**config.mk**
```make
export PLATFORM = sky130hd
export DESIGN_NAME = acc_cpu_core
export DESIGN_NICKNAME = d
export VERILOG_FILES = /design/src/rtl/acc_cpu_pkg.sv /design/src/rtl/acc_cpu_alu.sv /design/src/rtl/acc_cpu_seq.sv /design/src/rtl/acc_cpu_regs.sv /design/src/rtl/acc_cpu_core.sv
export SDC_FILE = /design/constraint.sdc
export NUM_CORES = 1
export LEC_CHECK = 0
export BUFFER_PORTS_ARGS = -buffer_cell sky130_fd_sc_hd__buf_2
export CORE_AREA = 2 2 104 106
export DETAILED_ROUTE_END_ITERATION = 12
export DIE_AREA = 0 0 106 108
export PLACE_DENSITY = 0.89
export SETUP_SLACK_MARGIN = 0.3
export SLEW_MARGIN = 30
export SYNTH_ARGS = -nofsm -noshare
export SYNTH_HDL_FRONTEND = slang
export SYNTH_SLANG_ARGS = --single-unit
```
**constraint.sdc**
```tcl
create_clock -name clk -period 8.1 [get_ports clk]
set_clock_uncertainty 0.05 [all_clocks]
set_input_delay 0.81 -clock clk [delete_from_list [all_inputs] [get_ports clk]]
set_output_delay 0.81 -clock clk [all_outputs]
set_load 0.02 [all_outputs]
```
**src/rtl/acc_cpu_pkg.sv**
```systemverilog
`timescale 1ns/1ps
package acc_cpu_pkg;

  // Opcode values are fixed by the instruction encoding
  typedef enum logic [3:0] {
    OP_END = 4'd0,  OP_LDM = 4'd1,  OP_LDD = 4'd2,  OP_LDI = 4'd3,
    OP_LDX = 4'd4,  OP_LDR = 4'd5,  OP_STO = 4'd6,  OP_ADD = 4'd7,
    OP_INC = 4'd8,  OP_CMP = 4'd9,  OP_JPE = 4'd10, OP_JPN = 4'd11,
    OP_JMP = 4'd12, OP_IN  = 4'd13, OP_OUT = 4'd14, OP_BAD = 4'd15
  } opcode_e;

  typedef enum logic [3:0] {
    ST_F_ADDR, ST_F_WAIT, ST_F_MDR, ST_F_CIR, ST_DECODE,
    ST_D_WAIT, ST_D_MDR, ST_EXEC, ST_WRITE, ST_IN_WAIT, ST_HALT
  } state_e;

  typedef enum logic [1:0] {MAR_PC, MAR_OPND, MAR_INDEX, MAR_PTR} mar_src_e;

  typedef enum logic [2:0] {ACC_LIT, ACC_MEM, ACC_SUM, ACC_INC, ACC_CHAR} acc_src_e;

  typedef struct packed {
    logic     pc_inc;
    logic     pc_jump;
    logic     mar_en;
    mar_src_e mar_src;
    logic     mdr_mem;
    logic     mdr_acc;
    logic     cir_en;
    logic     acc_en;
    acc_src_e acc_src;
    logic     ix_en;
    logic     flag_en;
    logic     cmp_lit;
    logic     out_fire;
    logic     mem_we;
  } ctl_t;

endpackage

```
**src/rtl/acc_cpu_alu.sv**
```systemverilog
`timescale 1ns/1ps
module acc_cpu_alu #(
  parameter int DATA_W = 16,
  parameter int ADDR_W = 12
) (
  input  logic [DATA_W-1:0] acc,
  input  logic [DATA_W-1:0] mdr,
  input  logic [ADDR_W-1:0] ix,
  input  logic [ADDR_W-1:0] opnd,
  input  logic              cmp_lit,
  output logic [DATA_W-1:0] sum,
  output logic [DATA_W-1:0] acc_inc,
  output logic              eq,
  output logic [ADDR_W-1:0] eff_idx
);
  localparam int LIT_W = ADDR_W - 1;

  logic [DATA_W-1:0] lit_ext;
  logic [DATA_W-1:0] cmp_rhs;

  always_comb begin
    lit_ext = {{(DATA_W-LIT_W){1'b0}}, opnd[LIT_W-1:0]};
    cmp_rhs = cmp_lit ? lit_ext : mdr;
    sum     = acc + mdr;
    acc_inc = acc + {{(DATA_W-1){1'b0}}, 1'b1};
    eq      = (acc == cmp_rhs);
    eff_idx = opnd + ix;
  end
endmodule

```
**src/rtl/acc_cpu_seq.sv**
```systemverilog
`timescale 1ns/1ps
module acc_cpu_seq
  import acc_cpu_pkg::*;
(
  input  logic    clk,
  input  logic    rst_n,
  input  opcode_e op,
  input  logic    imm_sel,
  input  logic    flag,
  input  logic    in_valid,
  output ctl_t    ctl,
  output logic    in_ready,
  output logic    halted
);
  state_e state, state_d;
  logic   ind_pend, ind_d;

  always_comb begin
    ctl         = '0;
    ctl.mar_src = MAR_PC;
    ctl.acc_src = ACC_LIT;
    state_d     = state;
    ind_d       = ind_pend;
    unique case (state)
      ST_F_ADDR: begin
        ctl.mar_en  = 1'b1;
        ctl.mar_src = MAR_PC;
        ctl.pc_inc  = 1'b1;
        state_d     = ST_F_WAIT;
      end
      ST_F_WAIT: state_d = ST_F_MDR;
      ST_F_MDR: begin
        ctl.mdr_mem = 1'b1;
        state_d     = ST_F_CIR;
      end
      ST_F_CIR: begin
        ctl.cir_en = 1'b1;
        state_d    = ST_DECODE;
      end
      ST_DECODE: begin
        state_d = ST_F_ADDR;
        unique case (op)
          OP_END, OP_BAD: state_d = ST_HALT;
          OP_LDM: begin ctl.acc_en = 1'b1; ctl.acc_src = ACC_LIT; end
          OP_LDR: ctl.ix_en = 1'b1;
          OP_INC: begin ctl.acc_en = 1'b1; ctl.acc_src = ACC_INC; end
          OP_LDD, OP_ADD: begin
            ctl.mar_en  = 1'b1;
            ctl.mar_src = MAR_OPND;
            state_d     = ST_D_WAIT;
          end
          OP_LDI: begin
            ctl.mar_en  = 1'b1;
            ctl.mar_src = MAR_OPND;
            ind_d       = 1'b1;
            state_d     = ST_D_WAIT;
          end
          OP_LDX: begin
            ctl.mar_en  = 1'b1;
            ctl.mar_src = MAR_INDEX;
            state_d     = ST_D_WAIT;
          end
          OP_CMP: begin
            if (imm_sel) begin
              ctl.flag_en = 1'b1;
              ctl.cmp_lit = 1'b1;
            end else begin
              ctl.mar_en  = 1'b1;
              ctl.mar_src = MAR_OPND;
              state_d     = ST_D_WAIT;
            end
          end
          OP_STO: begin
            ctl.mar_en  = 1'b1;
            ctl.mar_src = MAR_OPND;
            ctl.mdr_acc = 1'b1;
            state_d     = ST_WRITE;
          end
          OP_JPE: ctl.pc_jump = flag;
          OP_JPN: ctl.pc_jump = ~flag;
          OP_JMP: ctl.pc_jump = 1'b1;
          OP_IN:  state_d = ST_IN_WAIT;
          OP_OUT: ctl.out_fire = 1'b1;
          default: state_d = ST_HALT;
        endcase
      end
      ST_D_WAIT: state_d = ST_D_MDR;
      ST_D_MDR: begin
        ctl.mdr_mem = 1'b1;
        state_d     = ST_EXEC;
      end
      ST_EXEC: begin
        state_d = ST_F_ADDR;
        if (ind_pend) begin
          ctl.mar_en  = 1'b1;
          ctl.mar_src = MAR_PTR;
          ind_d       = 1'b0;
          state_d     = ST_D_WAIT;
        end else begin
          unique case (op)
            OP_LDD, OP_LDI, OP_LDX: begin
              ctl.acc_en = 1'b1; ctl.acc_src = ACC_MEM;
            end
            OP_ADD: begin ctl.acc_en = 1'b1; ctl.acc_src = ACC_SUM; end
            OP_CMP: ctl.flag_en = 1'b1;
            default: ;
          endcase
        end
      end
      ST_WRITE: begin
        ctl.mem_we = 1'b1;
        state_d    = ST_F_ADDR;
      end
      ST_IN_WAIT: begin
        if (in_valid) begin
          ctl.acc_en  = 1'b1;
          ctl.acc_src = ACC_CHAR;
          state_d     = ST_F_ADDR;
        end
      end
      ST_HALT: state_d = ST_HALT;
      default: state_d = ST_HALT;
    endcase
  end

  always_ff @(posedge clk or negedge rst_n) begin
    if (!rst_n) begin
      state    <= ST_F_ADDR;
      ind_pend <= 1'b0;
    end else begin
      state    <= state_d;
      ind_pend <= ind_d;
    end
  end

  assign in_ready = (state == ST_IN_WAIT);
  assign halted   = (state == ST_HALT);

  AST_IN_STALL: assert property (@(posedge clk) disable iff (!rst_n)
    (in_ready && !in_valid) |=> in_ready);
  AST_HALT_STICKY: assert property (@(posedge clk) disable iff (!rst_n)
    halted |=> halted);
endmodule

```
**src/rtl/acc_cpu_regs.sv**
```systemverilog
`timescale 1ns/1ps
module acc_cpu_regs
  import acc_cpu_pkg::*;
#(
  parameter int DATA_W = 16,
  parameter int ADDR_W = 12,
  parameter int CHAR_W = 8
) (
  input  logic              clk,
  input  logic              rst_n,
  input  ctl_t              ctl,
  input  logic [DATA_W-1:0] mem_rdata,
  input  logic [CHAR_W-1:0] in_data,
  input  logic [DATA_W-1:0] sum,
  input  logic [DATA_W-1:0] acc_inc,
  input  logic              eq,
  input  logic [ADDR_W-1:0] eff_idx,
  output logic [ADDR_W-1:0] pc,
  output logic [ADDR_W-1:0] mar,
  output logic [DATA_W-1:0] mdr,
  output logic [DATA_W-1:0] cir,
  output logic [DATA_W-1:0] acc,
  output logic [ADDR_W-1:0] ix,
  output logic              flag,
  output logic [CHAR_W-1:0] out_data,
  output logic              out_valid
);
  logic [ADDR_W-1:0] pc_d, mar_d, ix_d, opnd;
  logic [DATA_W-1:0] mdr_d, cir_d, acc_d;
  logic              flag_d, out_valid_d;
  logic [CHAR_W-1:0] out_data_d;

  assign opnd = cir[ADDR_W-1:0];

  always_comb begin
    pc_d = pc;
    if (ctl.pc_jump)     pc_d = opnd;
    else if (ctl.pc_inc) pc_d = pc + {{(ADDR_W-1){1'b0}}, 1'b1};

    mar_d = mar;
    if (ctl.mar_en) begin
      unique case (ctl.mar_src)
        MAR_PC:    mar_d = pc;
        MAR_OPND:  mar_d = opnd;
        MAR_INDEX: mar_d = eff_idx;
        MAR_PTR:   mar_d = mdr[ADDR_W-1:0];
        default:   mar_d = mar;
      endcase
    end

    mdr_d = mdr;
    if (ctl.mdr_mem)      mdr_d = mem_rdata;
    else if (ctl.mdr_acc) mdr_d = acc;

    cir_d = ctl.cir_en ? mdr : cir;

    acc_d = acc;
    if (ctl.acc_en) begin
      unique case (ctl.acc_src)
        ACC_LIT:  acc_d = {{(DATA_W-ADDR_W){1'b0}}, opnd};
        ACC_MEM:  acc_d = mdr;
        ACC_SUM:  acc_d = sum;
        ACC_INC:  acc_d = acc_inc;
        ACC_CHAR: acc_d = {{(DATA_W-CHAR_W){1'b0}}, in_data};
        default:  acc_d = acc;
      endcase
    end

    ix_d        = ctl.ix_en ? opnd : ix;
    flag_d      = ctl.flag_en ? eq : flag;
    out_valid_d = ctl.out_fire;
    out_data_d  = ctl.out_fire ? acc[CHAR_W-1:0] : out_data;
  end

  always_ff @(posedge clk or negedge rst_n) begin
    if (!rst_n) begin
      pc        <= '0;
      mar       <= '0;
      mdr       <= '0;
      cir       <= '0;
      acc       <= '0;
      ix        <= '0;
      flag      <= 1'b0;
      out_data  <= '0;
      out_valid <= 1'b0;
    end else begin
      pc        <= pc_d;
      mar       <= mar_d;
      mdr       <= mdr_d;
      cir       <= cir_d;
      acc       <= acc_d;
      ix        <= ix_d;
      flag      <= flag_d;
      out_data  <= out_data_d;
      out_valid <= out_valid_d;
    end
  end

  AST_OUT_PULSE: assert property (@(posedge clk) disable iff (!rst_n)
    out_valid |=> !out_valid);
  AST_OUT_HOLD: assert property (@(posedge clk) disable iff (!rst_n)
    (!out_valid && !ctl.out_fire) |=> $stable(out_data));
endmodule

```
**src/rtl/acc_cpu_core.sv**
```systemverilog
`timescale 1ns/1ps
module acc_cpu_core
  import acc_cpu_pkg::*;
#(
  parameter int DATA_W = 16,
  parameter int OP_W   = 4,
  parameter int CHAR_W = 8
) (
  input  logic                   clk,
  input  logic                   rst_n,
  output logic [DATA_W-OP_W-1:0] mem_addr,
  output logic [DATA_W-1:0]      mem_wdata,
  output logic                   mem_we,
  input  logic [DATA_W-1:0]      mem_rdata,
  input  logic [CHAR_W-1:0]      in_data,
  input  logic                   in_valid,
  output logic                   in_ready,
  output logic [CHAR_W-1:0]      out_data,
  output logic                   out_valid,
  output logic                   halted
);
  localparam int ADDR_W = DATA_W - OP_W;

  logic [1:0]        rst_pipe;
  logic              core_rst_n;
  ctl_t              ctl;
  logic [ADDR_W-1:0] pc, mar, ix, eff_idx;
  logic [DATA_W-1:0] mdr, cir, acc, sum, acc_inc;
  logic              flag, eq;
  opcode_e           op;

  // asynchronous assertion, synchronous release
  always_ff @(posedge clk or negedge rst_n) begin
    if (!rst_n) rst_pipe <= 2'b00;
    else        rst_pipe <= {rst_pipe[0], 1'b1};
  end
  assign core_rst_n = rst_pipe[1];

  assign op = opcode_e'(cir[DATA_W-1 -: OP_W]);

  acc_cpu_seq seq_i (
    .clk      (clk),
    .rst_n    (core_rst_n),
    .op       (op),
    .imm_sel  (cir[ADDR_W-1]),
    .flag     (flag),
    .in_valid (in_valid),
    .ctl      (ctl),
    .in_ready (in_ready),
    .halted   (halted)
  );

  acc_cpu_alu #(.DATA_W(DATA_W), .ADDR_W(ADDR_W)) alu_i (
    .acc     (acc),
    .mdr     (mdr),
    .ix      (ix),
    .opnd    (cir[ADDR_W-1:0]),
    .cmp_lit (ctl.cmp_lit),
    .sum     (sum),
    .acc_inc (acc_inc),
    .eq      (eq),
    .eff_idx (eff_idx)
  );

  acc_cpu_regs #(.DATA_W(DATA_W), .ADDR_W(ADDR_W), .CHAR_W(CHAR_W)) regs_i (
    .clk       (clk),
    .rst_n     (core_rst_n),
    .ctl       (ctl),
    .mem_rdata (mem_rdata),
    .in_data   (in_data),
    .sum       (sum),
    .acc_inc   (acc_inc),
    .eq        (eq),
    .eff_idx   (eff_idx),
    .pc        (pc),
    .mar       (mar),
    .mdr       (mdr),
    .cir       (cir),
    .acc       (acc),
    .ix        (ix),
    .flag      (flag),
    .out_data  (out_data),
    .out_valid (out_valid)
  );

  assign mem_addr  = mar;
  assign mem_wdata = mdr;
  assign mem_we    = ctl.mem_we;

  AST_WE_SINGLE: assert property (@(posedge clk) disable iff (!core_rst_n)
    mem_we |=> !mem_we);
  AST_HALT_QUIET: assert property (@(posedge clk) disable iff (!core_rst_n)
    halted |-> (!mem_we && !out_valid));
  AST_PC_FROZEN: assert property (@(posedge clk) disable iff (!core_rst_n)
    (halted && $past(halted)) |-> $stable(pc));
endmodule

```
* Word level (Yosys, flattened, before mapping)
Cells that the tools add are included.
** Cells by class
- Add/sub/neg operators :: 4
- Equality and inequality tests :: 35
- Mux-type cells :: 40
- Bitwise logic cells :: 1
- Reductions and logical operators :: 15
** Operators with widths (count)
- 16-bit one-hot mux with 5 select lines :: 1
- 16-bit two-way mux :: 3
- 12-bit one-hot mux with 4 select lines :: 1
- 4-bit equality test (second input constant) :: 11
- 4-bit one-hot mux with 10 select lines :: 1
- 4-bit by 3-bit equality test with 1-bit output (second input constant) :: 8
- 12-bit two-way mux :: 2
- 4-bit one-hot mux with 5 select lines :: 1
- 3-bit one-hot mux with 3 select lines :: 2
- 16-bit by 1-bit adder with 16-bit output (second input constant) :: 1
- 16-bit adder :: 1
- 16-bit equality test :: 1
- 4-bit by 2-bit equality test with 1-bit output (second input constant) :: 4
- 4-bit one-hot mux with 2 select lines :: 2
- 1-bit two-way mux :: 13
- 12-bit by 1-bit adder with 12-bit output (second input constant) :: 1
- 12-bit adder :: 1
- 3-bit two-way mux :: 4
- 4-bit two-way mux :: 3
- 4-bit one-hot mux with 3 select lines :: 1
- 4-bit by 1-bit equality test with 1-bit output (second input constant) :: 2
- 4-bit zero test :: 2
- 4-bit OR reduction :: 2
- 3-bit by 2-bit equality test with 1-bit output (second input constant) :: 2
- 16 further kinds :: 25
** Word-level totals
- Register bits :: 101
- Input bits :: 27
- Output and inout port bits :: 40
- Word-level logic and storage cells :: 107

* Longest topological paths before layout
- Word-level depth :: 8
- Depth in mapped cells :: 15
- Mapped depth without buffers :: 13

* By module
Synthesis repeated with hierarchy kept, for this count alone.
** Second synthesis, totals
- Cells, all modules :: 720
- Area, all modules :: 7238.2 µm²
** By module, submodules not included
- acc_cpu_regs :: instances 1, cells each 379, area an instance 4652.0 µm², seq. area each 2352.3 µm²
- acc_cpu_alu :: instances 1, cells each 240, area an instance 1845.5 µm², seq. area each 0.0 µm²
- acc_cpu_seq :: instances 1, cells each 98, area an instance 686.9 µm², seq. area each 125.1 µm²
- acc_cpu_core :: instances 1, cells each 3, area an instance 53.8 µm², seq. area each 50.0 µm²

* Worst setup path before layout
No wires, ideal clock.
- Kind :: register to register
- Start point :: register seq_i.state[0]
- End point :: register regs_i.acc[15]
- Library setup time :: 0.131 ns
- Arrival :: 3.002 ns
- Data required time :: 7.919 ns
- Slack :: 4.918 ns
- Stages on the path, launching flop included :: 15
- Buffers on the path :: 2
- Period minus slack after synthesis :: 3.182 ns
- Path through :: dfrtp_1 buf_2 nor4b_4 nand4_2 clkbuf_1 nand2_1 inv_1 ha_1 a21o_1 a21oi_1 o31a_1 o21ai_0 a221oi_1 xnor2_1 o21ai_0
** On the way
- Longest elaborated chain between the ends :: 5
- Elaborated cells between the ends (all ways) :: 12
- Classes of those cells :: eq/ne: 7; mux: 2; reduce/logical: 3
** RTL lines
- from (decl) :: RTL line acc_cpu_seq.sv:15 : state_e state, state_d;
- from (signal assigned) :: RTL line acc_cpu_seq.sv:131 : state <= state_d;
- 4-bit equality test or 4-bit by 3-bit equality test with 1-bit output (tied branches) :: RTL line acc_cpu_seq.sv:24 : unique case (state)
- 4-bit one-hot mux with 3 select lines * :: RTL line acc_cpu_seq.sv:24
- 3-bit by 1-bit equality test with 1-bit output (tied with other cells) :: RTL line acc_cpu_regs.sv:59 : unique case (ctl.acc_src)
- 5-bit nonzero test (no line)
- 2-bit AND reduction (no line)
- to (signal assigned) :: RTL line acc_cpu_regs.sv:81 : acc <= '0;
- to (signal assigned) :: RTL line acc_cpu_regs.sv:91 : acc <= acc_d;
- to (decl) :: RTL line acc_cpu_regs.sv:22 : output logic [DATA_W-1:0] acc,
Mark *: on every way between the ends. The rest lies on a longest branch, timed or not.
A chain may end at the register's enable or synchronous reset.

* Worst setup path in the final report
- Start point :: register seq_i.state[1]
- End point :: register regs_i.acc[12]
Same word-level chain as after synthesis.

==> results by group <==
Floorplanning
  • Num rows: 37
  • Die Wd: around 110 microns
  • Floorplan core area: ~0.01 sq mm
  • Initial Utilization: 63.2%
  • Die area: about 0.011 sq mm
  • Top Ports: 67
  • Die height: 108 microns

Timing
  • Final hold slack: ~0.12 ns
  • Slew Limit Headroom: around 36%
  • RSZ-0062 raised after global routing: false
  • Final Cycle Share: about half
  • Post-route setup TNS: 0 ns
  • FMAX: ~250 MHz
  • Final hold vios: 0
  • Final Slew Violations: 0
  • Final setup viols: 0
  • Minimum clock period: approximately 4.1 ns
  • Tightest Pin Transition: approximately 0.95 ns

Finish
  • Inserted Diodes: 0
  • Most frequent cells in the layout: dfrtp_1, nor2_1, buf_2
  • Share of cells above drive strength 1: 18.3%
  • Commonest non-fill, non-tap cell in the layout: dfrtp_1
  • Area growth syn-to-layout: 9.58%
  • Fill count: around 810
  • Final nets: about 800

Clock network
  • Clock sink count: between 100 and 150
  • Cts bufs inserted: 9
  • Post_cts resized: 0
  • CTS HTree Levels: 3
  • CTS root buffer: clkbuf_8
  • Clock Tree Buf Depth: 2
  • Worst skew pair latency: 0.40 ns
  • CTS tree: built
  • Clock-pin slew on the worst setup and hold paths: ~0.1 ns
  • Post-CTS Setup Inserts: 0
  • Hold buffer count at CTS: 0

Drt
  • Total Wirelength: 17900 microns
  • Final ANT Viol Nets: 0
  • Vias: 5878
  • Routed vias/inst: roughly 6.6
  • Routed len/inst: ~20 microns
  • DRC: 0
  • DR iter-0 viols: 682
  • DR pass1 iterations: 6

Yosys
  • Register bit total from synthesis: a little over 100
  • Post-synthesis mux area share: ~6.8%
  • Most used DFF post-synth: dfrtp_1
  • Part of the Yosys area used for sequential elements: approximately 40%
  • Post-Synth Simple-Gate Area: between 10% and 20%
  • Post-Syn Instances: ~700
  • Async S/R FF share, synth: between 90% and 100%
  • Ys Warns: 0
  • Synthesized area: around 0.0065 sq mm
  • Post-synth cell types: just over 70
  • Avg Synthesized Cell Area: ~9.3 sq um
  • XOR/XNOR Fraction of Synth Area: under 10%
  • Synthesized Nets: 750
  • Largest family of logic cells by synthesized area: compound AO/OA/AOI/OAI gates
  • Adder-cell share of the synthesized area: 5.84%
  • Number of synthesized flops with an enable pin: 0
  • Post-synthesis compound-gate area fraction: about a fifth

Setup path
  • Critical path arrival: roughly 4.3 ns
  • Worst Setup Start Kind: register
  • Crit Path Max Fanout: 17
  • Required @ worst endpoint: 8.33 ns
  • Endpoint class of the critical path: register
  • Setup CP Type: register to register

Pwr
  • Tot Pwr: ~3.2 mW
  • Leak: 3.16 nW
  • PwrDens: around 450 mW/mm^2
  • Worst VDD drop: around 0.3 mV

Global routing
  • Number of global-route vias before repair: between 5000 and 6000
  • Global route overflow: 0
  • Antenna violations before repair: 0
  • First-pass GRT wire length: slightly below 30000 microns
  • Global-route total usage across every layer: between 30% and 40%
  • Largest net degree at the start of global routing: about 70

Placed design
  • Buffers on Ports: 66
  • Routability Congestion: between 1 and 1.5
  • Detailed Place HPWL: roughly 13000 microns

Run status
  • Status: finished, final reports clean

Hold path
  • Hold crit path type: input port to async pin

Run
  • # Max-Cap Violations: 0
worst max-delay path, stage by stage, from the launching register on:
cell	delay [ns]
dfrtp_1	0.56
nor4b_4	0.55
nand4_2	0.44
nand2_1	0.19
ha_1	0.19
inv_1	0.06
fa_1	0.40
nor2b_1	0.13
o21ai_0	0.10
a21oi_1	0.20
o21ai_0	0.20
o31ai_1	0.56
xnor2_1	0.21
o21ai_0	0.09
routing by layer:
| layer | GRT usage (%) | wire [microns] | vias to the layer above | part of all wire [%] |
|---|---|---|---|---|
| met5 | 0 | 0 | - | 0 |
| met4 | 15.1 | 514 | 0 | 2.9 |
| met3 | 5.12 | 1710 | 43 | 9.6 |
| met2 | 52.9 | 8590 | 321 | 48 |
| met1 | 44.3 | 7110 | 2851 | 40 |
| li1 | - | - | 2663 | - |
state kept, by name, indices dropped and copies added, names as in the netlist:
name              count
seq_i.state           4
regs_i.cir           16
seq_i.ind_pend        1
regs_i.mar           12
regs_i.acc           16
regs_i.flag           1
regs_i.out_data       8
regs_i.mdr           16
regs_i.out_valid      1
regs_i.ix            12
regs_i.pc            12
rst_pipe              2
cells in the mapped netlist, types with 10 or more instances:
| cell | number | area [sq um] |
|---|---|---|
| nor2_1 | 69 | 259 |
| a31oi_1 | 15 | 93.8 |
| mux2_2 | 33 | 372 |
| a221oi_1 | 13 | 114 |
| buf_2 | 12 | 60.1 |
| xor2_1 | 23 | 201 |
| nor3_1 | 10 | 50.1 |
| nand3_1 | 15 | 75.1 |
| o22ai_1 | 26 | 163 |
| o21ai_0 | 37 | 185 |
| ha_1 | 27 | 338 |
| nand2_1 | 62 | 233 |
| nor2b_1 | 11 | 68.8 |
| and2_1 | 15 | 93.8 |
| a21o_1 | 10 | 75.1 |
| dfrtp_1 | 101 | 2530 |
| a21oi_1 | 40 | 200 |
| clkbuf_1 | 15 | 56.3 |
| xnor2_1 | 21 | 184 |
| a222oi_1 | 11 | 110 |
| inv_1 | 22 | 82.6 |
through the flow:
step / cell area (sq um) / utilization (%) / cells / setup slack, ns
6_report: 7090 / 69.3 / 886 / 4.04
3_3_place_gp: 6840 / 66.9 / 869 / 4.41
4_1_cts: 7050 / 68.9 / 885 / 4.17
5_1_grt: 7090 / 69.3 / 886 / 3.67
3_5_place_dp: 6850 / 66.9 / 869 / 4.28
2_1_floorplan: 6470 / - / 694 / 4.92
power breakdown:
| group | total [mW] | switching [mW] | internal [mW] |
|---|---|---|---|
| clock network | 0.349 | 0.201 | 0.147 |
| logic | 1.74 | 0.983 | 0.753 |
| registers | 1.12 | 0.400 | 0.719 |
| total | 3.20 | 1.58 | 1.62 |
logic make-up after synthesis:
group,Yosys count
AO/OA/AOI/OAI,198
XOR/XNOR,44
adder cells (fa/ha/maj),29
buffers and inverters,54
flip-flops,101
multiplexers,40
other,1
AND/OR/NAND/NOR,227
worst paths after layout:
path / from / endpoint / slack (ns) / cells past startpoint
setup / recovery: seq_i.state[1]$_DFFE_PN0P_ / regs_i.acc[12]$_DFFE_PN0P_ / 4.04 / 13
hold / removal: rst_n / rst_pipe[0]$_DFF_PN0_ / 0.12 / 1
setup reg to reg: seq_i.state[1]$_DFFE_PN0P_ / regs_i.acc[12]$_DFFE_PN0P_ / 4.04 / 13
hold reg to reg: rst_pipe[1]$_DFF_PN0_ / regs_i.out_data[3]$_DFFE_PN0P_ / 0.23 / 0
max in group asynchronous: rst_pipe[1]$_DFF_PN0_ / regs_i.mar[8]$_DFFE_PN0P_ / 6.83 / 2
min in group clk: rst_pipe[0]$_DFF_PN0_ / rst_pipe[1]$_DFF_PN0_ / 0.31 / 0
area by class of cell:
| class | instances | area, sq um | share of cell area [%] |
|---|---|---|---|
| tap | 136 | 170 | 2.40 |
| clock buffer | 9 | 124 | 1.75 |
| clock inverter | 7 | 82.6 | 1.17 |
| inverter | 22 | 82.6 | 1.17 |
| multi-input combinational | 539 | 3700 | 52.2 |
| sequential | 101 | 2530 | 35.7 |
| timing repair buffer | 72 | 395 | 5.58 |
(Power assumes the default switching activity.)
